==> src/rtl/irq_msg_pkg.sv <==
package irq_msg_pkg;

  localparam int unsigned DATA_W     = 32;
  localparam int unsigned BE_W       = DATA_W / 8;
  localparam int unsigned MSG_LE_OFF = 'h000;
  localparam int unsigned MSG_BE_OFF = 'h004;

  typedef enum logic [1:0] {
    WORD_MSG_LE = 2'd0,
    WORD_MSG_BE = 2'd1,
    WORD_OTHER  = 2'd2
  } word_kind_e;

endpackage

==> src/rtl/irq_msg_addr_chk.sv <==
module irq_msg_addr_chk
  import irq_msg_pkg::*;
#(
  parameter int unsigned ADDR_W     = 32,
  parameter int unsigned NUM_PAGES  = 8,
  parameter int unsigned PAGE_SHIFT = 12,
  localparam int unsigned PG_W      = (NUM_PAGES > 1) ? $clog2(NUM_PAGES) : 1
) (
  input  logic [ADDR_W-1:0] addr_i,
  input  logic [BE_W-1:0]   be_i,
  output logic              fault_o,
  output logic [PG_W-1:0]   page_o,
  output word_kind_e        kind_o
);

  localparam longint unsigned WIN_LIMIT = longint'(NUM_PAGES) << PAGE_SHIFT;

  logic [63:0]           addr_ext;
  logic [PAGE_SHIFT-1:0] offset;
  logic                  misalign;
  logic                  part_width;
  logic                  beyond;

  assign addr_ext   = 64'(addr_i);
  assign offset     = addr_i[PAGE_SHIFT-1:0];
  assign misalign   = |addr_i[1:0];
  assign part_width = (be_i != {BE_W{1'b1}});
  assign beyond     = (addr_ext >= WIN_LIMIT);
  assign fault_o    = misalign | part_width | beyond;
  assign page_o     = addr_i[PAGE_SHIFT +: PG_W];

  always_comb begin
    if (offset == PAGE_SHIFT'(MSG_LE_OFF))      kind_o = WORD_MSG_LE;
    else if (offset == PAGE_SHIFT'(MSG_BE_OFF)) kind_o = WORD_MSG_BE;
    else                                        kind_o = WORD_OTHER;
  end

endmodule

==> src/rtl/irq_msg_id_chk.sv <==
module irq_msg_id_chk
  import irq_msg_pkg::*;
#(
  parameter int unsigned NUM_IDS = 64,
  localparam int unsigned ID_W   = (NUM_IDS > 1) ? $clog2(NUM_IDS) : 1
) (
  input  logic [DATA_W-1:0] wdata_i,
  output logic              id_ok_o,
  output logic [ID_W-1:0]   id_o
);

  // identity 0 is reserved; upper bits must not alias into range
  assign id_ok_o = (wdata_i != '0) && (64'(wdata_i) < 64'(NUM_IDS));
  assign id_o    = wdata_i[ID_W-1:0];

endmodule

==> src/rtl/irq_msg_rsp_reg.sv <==
module irq_msg_rsp_reg #(
  parameter int unsigned PG_W = 3,
  parameter int unsigned ID_W = 6
) (
  input  logic            clk_i,
  input  logic            rst_ni,
  input  logic            req_i,
  input  logic            we_i,
  input  logic            fault_i,
  input  logic            msg_word_i,
  input  logic            id_ok_i,
  input  logic [PG_W-1:0] page_i,
  input  logic [ID_W-1:0] id_i,
  output logic            rsp_valid_o,
  output logic            err_o,
  output logic            set_valid_o,
  output logic [PG_W-1:0] set_page_o,
  output logic [ID_W-1:0] set_id_o
);

  logic fire;

  assign fire = req_i & we_i & ~fault_i & msg_word_i & id_ok_i;

  always_ff @(posedge clk_i or negedge rst_ni) begin
    if (!rst_ni) begin
      rsp_valid_o <= 1'b0;
      err_o       <= 1'b0;
      set_valid_o <= 1'b0;
    end else begin
      rsp_valid_o <= req_i;
      err_o       <= req_i & fault_i;
      set_valid_o <= fire;
    end
  end

  always_ff @(posedge clk_i or negedge rst_ni) begin
    if (!rst_ni) begin
      set_page_o <= '0;
      set_id_o   <= '0;
    end else if (fire) begin
      set_page_o <= page_i;
      set_id_o   <= id_i;
    end
  end

endmodule

==> src/rtl/irq_msg_rx.sv <==
module irq_msg_rx
  import irq_msg_pkg::*;
#(
  parameter int unsigned ADDR_W     = 32,
  parameter int unsigned NUM_PAGES  = 8,
  parameter int unsigned NUM_IDS    = 64,
  parameter int unsigned PAGE_SHIFT = 12,
  localparam int unsigned PG_W      = (NUM_PAGES > 1) ? $clog2(NUM_PAGES) : 1,
  localparam int unsigned ID_W      = (NUM_IDS > 1) ? $clog2(NUM_IDS) : 1
) (
  input  logic              clk_i,
  input  logic              rst_ni,
  input  logic              req_i,
  input  logic              we_i,
  input  logic [ADDR_W-1:0] addr_i,
  input  logic [3:0]        be_i,
  input  logic [31:0]       wdata_i,
  output logic              rsp_valid_o,
  output logic [31:0]       rdata_o,
  output logic              err_o,
  output logic              set_valid_o,
  output logic [PG_W-1:0]   set_page_o,
  output logic [ID_W-1:0]   set_id_o
);

  logic            fault;
  logic [PG_W-1:0] page;
  word_kind_e      kind;
  logic            id_ok;
  logic [ID_W-1:0] id;

  irq_msg_addr_chk #(
    .ADDR_W    (ADDR_W),
    .NUM_PAGES (NUM_PAGES),
    .PAGE_SHIFT(PAGE_SHIFT)
  ) u_addr_chk (
    .addr_i (addr_i),
    .be_i   (be_i),
    .fault_o(fault),
    .page_o (page),
    .kind_o (kind)
  );

  irq_msg_id_chk #(
    .NUM_IDS(NUM_IDS)
  ) u_id_chk (
    .wdata_i(wdata_i),
    .id_ok_o(id_ok),
    .id_o   (id)
  );

  irq_msg_rsp_reg #(
    .PG_W(PG_W),
    .ID_W(ID_W)
  ) u_rsp_reg (
    .clk_i      (clk_i),
    .rst_ni     (rst_ni),
    .req_i      (req_i),
    .we_i       (we_i),
    .fault_i    (fault),
    .msg_word_i (kind == WORD_MSG_LE),
    .id_ok_i    (id_ok),
    .page_i     (page),
    .id_i       (id),
    .rsp_valid_o(rsp_valid_o),
    .err_o      (err_o),
    .set_valid_o(set_valid_o),
    .set_page_o (set_page_o),
    .set_id_o   (set_id_o)
  );

  // message words are write-only
  assign rdata_o = '0;

endmodule

==> config.mk <==
export PLATFORM = sky130hd
export DESIGN_NAME = irq_msg_rx
export DESIGN_NICKNAME = d
export VERILOG_FILES = /design/src/rtl/irq_msg_pkg.sv /design/src/rtl/irq_msg_addr_chk.sv /design/src/rtl/irq_msg_id_chk.sv /design/src/rtl/irq_msg_rsp_reg.sv /design/src/rtl/irq_msg_rx.sv
export SDC_FILE = /design/constraint.sdc
export NUM_CORES = 1
export LEC_CHECK = 0
export ABC_CLOCK_PERIOD_IN_PS = 900
export BUFFER_PORTS_ARGS = -buffer_cell sky130_fd_sc_hd__buf_2
export CAP_MARGIN = 10
export CORE_ASPECT_RATIO = 1.4
export CORE_MARGIN = 4
export CORE_UTILIZATION = 30
export CTS_CLUSTER_DIAMETER = 60
export DETAILED_ROUTE_END_ITERATION = 10
export PLACE_DENSITY = 0.8
export SYNTH_ARGS = -nofsm -noshare
export SYNTH_HDL_FRONTEND = slang
export SYNTH_SLANG_ARGS = --single-unit
==> constraint.sdc <==
create_clock -name clk_i -period 0.9 [get_ports clk_i]
set_input_delay 0 -clock clk_i [delete_from_list [all_inputs] [get_ports clk_i]]
set_output_delay 0 -clock clk_i [all_outputs]
set_load 0.05 [all_outputs]
# Word level (Yosys, flattened, before mapping)
# Cells that the tools add are included.
[op_classes]
addsub = 0
n_lt_le_gt_ge = 2
shift = 0
reduce_logical = 5
n_eq_ne = 2
n_bitwise = 8
n_mul = 0
mux = 2
div = 0
[ops]
columns = ["operator", "count"]
rows = [
  ["$ge 32x16->1 const B", 1],
  ["$lt 32x7->1 const B", 1],
  ["$reduce_bool 32->1", 1],
  ["$eq 12x3->1 const B", 1],
  ["$logic_not 12->1", 1],
  ["$and 1x1->1", 5],
  ["$mux 2", 2],
  ["$ne 4x4->1 const B", 1],
  ["$logic_not 2->1", 1],
  ["$or 1x1->1", 2],
  ["$reduce_or 2->1", 1],
  ["$logic_and 1x1->1", 1],
  ["$not 1->1", 1],
]
[totals]
reg_bits = 12
n_memories = 0
mem_bits_rw = 0
latch_bits = 0
input_bits = 72
mem_bits_ro = 0

# Logic depth before layout (Yosys ltp)
[logic_depth]
ltp_word = 7
mapped_depth = 5
depth_no_buf = 5

# Hierarchy
# A second synthesis with hierarchy kept.
[unflattened]
hier_cells = 95
hier_area_um2 = 958.4
[modules_own_cells]
columns = ["mod", "cells_per_inst", "n_inst", "area_each_um2", "seq_area_each_um2"]
rows = [
  ["irq_msg_rsp_reg", 26, 1, 470.5, 300.3],
  ["irq_msg_rx", 34, 1, 247.7, 0.0],
  ["irq_msg_addr_chk", 17, 1, 120.1, 0.0],
  ["irq_msg_id_chk", 18, 1, 120.1, 0.0],
]

# Worst setup path after synthesis
# No wires, ideal clock.
[synth_timing]
path_kind = "in2reg"
start = "input wdata_i[1]"
end = "register u_rsp_reg.set_id_o[0]"
t_required_ps = 775
cell_stages = 5
setup_time_ps = 125
path_buffers = 0
t_arrival_ps = 1326
setup_slack_ps = -551
path_cell_list = "or4_1 > o311ai_1 > nor3_1 > nand3_2 > mux2_2"
[synth_between]
elab_chain_cells = 3
[synth_lines]
columns = ["element", "line_no", "text"]
rows = [
  ["start, declared", "irq_msg_rx.sv:17", "input logic [31:0] wdata_i,"],
  ["$lt 32x7->1 / $reduce_bool 32->1 (equally long branches)", "irq_msg_id_chk.sv:13", "assign id_ok_o = (wdata_i != '0) && (64'(wdata_i) < 64'(NUM_IDS));"],
  ["$logic_and 1x1->1 *", "irq_msg_id_chk.sv:13", ""],
  ["$and 1x1->1 *", "irq_msg_rsp_reg.sv:23", "assign fire = req_i & we_i & ~fault_i & msg_word_i & id_ok_i;"],
  ["end signal, assigned", "irq_msg_rsp_reg.sv:43", "set_id_o <= id_i;"],
  ["end, declared", "irq_msg_rsp_reg.sv:18", "output logic [ID_W-1:0] set_id_o"],
]
# Mark *: on every way between the ends. The rest lies on a longest branch, timed or not.
# A chain may end at the register's enable or synchronous reset.

# Worst setup path after layout
[layout_timing]
start = "input wdata_i[1]"
end = "register u_rsp_reg.set_page_o[1]"
[layout_between]
elab_chain_cells = 3
[layout_lines]
columns = ["element", "line_no", "text"]
rows = [
  ["$lt 32x7->1 / $reduce_bool 32->1 (equally long branches)", "irq_msg_id_chk.sv:13", ""],
  ["$logic_and 1x1->1 *", "irq_msg_id_chk.sv:13", ""],
  ["$and 1x1->1 *", "irq_msg_rsp_reg.sv:23", ""],
  ["end signal, assigned", "irq_msg_rsp_reg.sv:42", "set_page_o <= page_i;"],
  ["end, declared", "irq_msg_rsp_reg.sv:17", "output logic [PG_W-1:0] set_page_o,"],
]
# Marks and branches as above.

==> out/metrics.yaml <==
status: "finished, violations left"
violations: "negative setup slack"
antenna_found_initial: 0
cts_root_buf: "clkbuf_4"
io_pins: 116
ir_drop_mv: 0.8355
nNetsFinal: 254
overflow: 0
clock.fmax_mhz: 774.2
cts_sinks: 12
synth_area_um2: 828.3
nFillCells: 259
place_congestion: 0.6964
final_max_slew_viol_count: 0
post-place-ws_ns: -0.7901
clkLatencyLatePin_ns: 0.27
syn2layout_area_growth_pct: 72.66
timing.final.crit_share: 1.435
worst_ep_required_time_ns: 1.06
clk_pin_slew_ns: 0.08
cts_max_path_buffers: 2
rows: 22
initial_core_util: 0.3134
arrival_ns: 1.45
p_leak_nw: 0.7982
setup_violations: 10
cellPowerDensity_nw_per_um2: 1063
yosys.area.top_type: "dfrtp_1"
vias: 923
synth.avg_cell_area_um2: 10.10
cts_inserted_buffers: 3
ys_seq_elements: 12
crit-reg2reg-capture: "u_rsp_reg.set_id_o[2]$_DFFE_PN0P_"
yosys_warnings: 0
avgRoutedWirePerCell_um: 13.36
die_y_um: 70.17
startpoint: "wdata_i[1]"
portBuffers: 83
fp.dieW_um: 52.41
crit_type: "input pin to register"
worstPathMaxFanout: 4
via_per_inst: 4.253
drt_iter0_drc: 0
synth.yosys.seq_area_share: 0.3625
synthCells: 82
startpoint_type: "input pin"
hpwl_um: 2462
drtPass1Iterations: 1
drive_gt1_frac: 0.5967
coreArea_um2: 2643
grt_pass1_vias: 1015
r2r_slack_ns: 0.13
rsz0062_at_grt: "yes"
routed_wirelength_um: 2899
regToRegStartpoint: "u_rsp_reg.set_id_o[2]$_DFFE_PN0P_"
num_antenna_cells: 0
endpoint: "u_rsp_reg.set_page_o[1]$_DFFE_PN0P_"
postLayoutCellArea_um2: 1430
grt_pass1_wl_um: 4298
grt_max_degree: 13
synth_cell_types: 17
tritoncts: "built"
setup_tns_ns: -3.552
yosys.area.top_type_share: 0.3625
end_kind: "register"
placed_area_um2: 1187
period_minus_slack_ns: 1.292
hp-class: "input pin to register"
max_cap_violations: 0
reg2reg_depth: 1
fin_ws_ns: -0.3916
drc: 0
h-tree-depth: 1
hold_viol: 0
fin_skew_ns: 0
die_area_um2: 3678
synth_top_cells_by_area: "dfrtp_1, buf_4, mux2_2"
antenna_left: 0
power_w: 0.001520
grt.total_usage: 0.1518
critical path: stages:
cell	delay (ns)
buf_6	0.09
or4_4	0.54
o311ai_4	0.26
nor3_4	0.08
nand3_2	0.13
mux2_2	0.35
power breakdown:
group	total, W	leakage (nW)	switching, W	internal, W
combinational	0.000554	0.614	0.000394	0.000160
sequential	0.000544	0.163	0.000000953	0.000543
clock	0.000422	0.0210	0.000176	0.000246
total	0.00152	0.798	0.000571	0.000948
worst min-delay path by stage:
stage	from	endpoint	cells past startpoint
floorplan	rst_ni	u_rsp_reg.err_o$_DFF_PN0_	0
global placement	rst_ni	u_rsp_reg.rsp_valid_o$_DFF_PN0_	1
detailed placement	rst_ni	u_rsp_reg.err_o$_DFF_PN0_	1
CTS	wdata_i[5]	u_rsp_reg.set_id_o[5]$_DFFE_PN0P_	2
global route	wdata_i[5]	u_rsp_reg.set_id_o[5]$_DFFE_PN0P_	2
finish	wdata_i[5]	u_rsp_reg.set_id_o[5]$_DFFE_PN0P_	2
placed cells by master (no fill, tap or decap), types with 2 or more instances in the layout:
cell / Yosys / layout
buf_2: 0 / 72
conb_1: 1 / 32
dfrtp_1: 12 / 12
buf_4: 32 / 11
nor4_1: 11 / 10
dlygate4sd3_1: 0 / 8
mux2_2: 9 / 7
clkbuf_4: 0 / 4
buf_6: 0 / 3
nand4_1: 2 / 2
nor4b_1: 2 / 2
nand2_1: 2 / 2
mux2_4: 0 / 2
routing by layer:
metal  routed length [um]  up-vias  GRT usage
met1                  828      415     0.1381
met5                    0        -          0
li1                     -      435          -
met2                 1552       73     0.2928
met3                  518        0    0.07036
met4                    0        0    0.02557
cell families after synthesis:
| logic type | Yosys count | share of synthesized area |
|---|---|---|
| AND/OR/NAND/NOR | 27 | 0.2100 |
| buffers and inverters | 32 | 0.2900 |
| other | 1 | 0.004527 |
| AO/OA/AOI/OAI | 1 | 0.01058 |
| flip-flops | 12 | 0.3625 |
| multiplexers | 9 | 0.1224 |
repair_timing:
| item | 4_1_cts | 5_1_grt |
|---|---|---|
| pin swaps | 2 | 0 |
| endpoints found under the setup margin | 13 | 17 |
| hold buffers | 8 | 0 |
| buffers inserted | 1 | 0 |
| resized for setup | 16 | 14 |
| hold endpoints to repair | 20 | 0 |
| cloned | 1 | 0 |
stage by stage:
| step | hold WS, ns | instances | util |
|---|---|---|---|
| floorplan | -0.2956 | 113 | - |
| global placement | -0.1105 | 203 | 0.4493 |
| detailed placement | -0.1118 | 203 | 0.4493 |
| CTS | 0.01377 | 217 | 0.5298 |
| global route | 0.004555 | 217 | 0.5412 |
| finish | 0.01775 | 217 | 0.5412 |
flip-flops by register name (all words and copies together) (netlist names):
signal                 count
u_rsp_reg.err_o            1
u_rsp_reg.set_page_o       3
u_rsp_reg.set_id_o         6
u_rsp_reg.set_valid_o      1
u_rsp_reg.rsp_valid_o      1
area by class of cell:
cell class	count	area [um2]	area share
clock buffers	4	36.28	0.02537
repair buffers	95	564.3	0.3946
flip-flops and latches	12	300.3	0.2100
well taps	36	45.04	0.03150
multi-input cells	70	484.2	0.3386
synthesized netlist by cell type:
library cell	number
nor2b_1	1
o311ai_1	1
nor4bb_1	1
nand4_1	2
nor4_1	11
nand3_2	1
and4_1	1
and3_2	1
conb_1	1
nor2_1	2
dfrtp_1	12
nor4b_1	2
nor3_1	2
or4_1	1
nand2_1	2
mux2_2	9
buf_4	32
(Power assumes the default switching activity.)
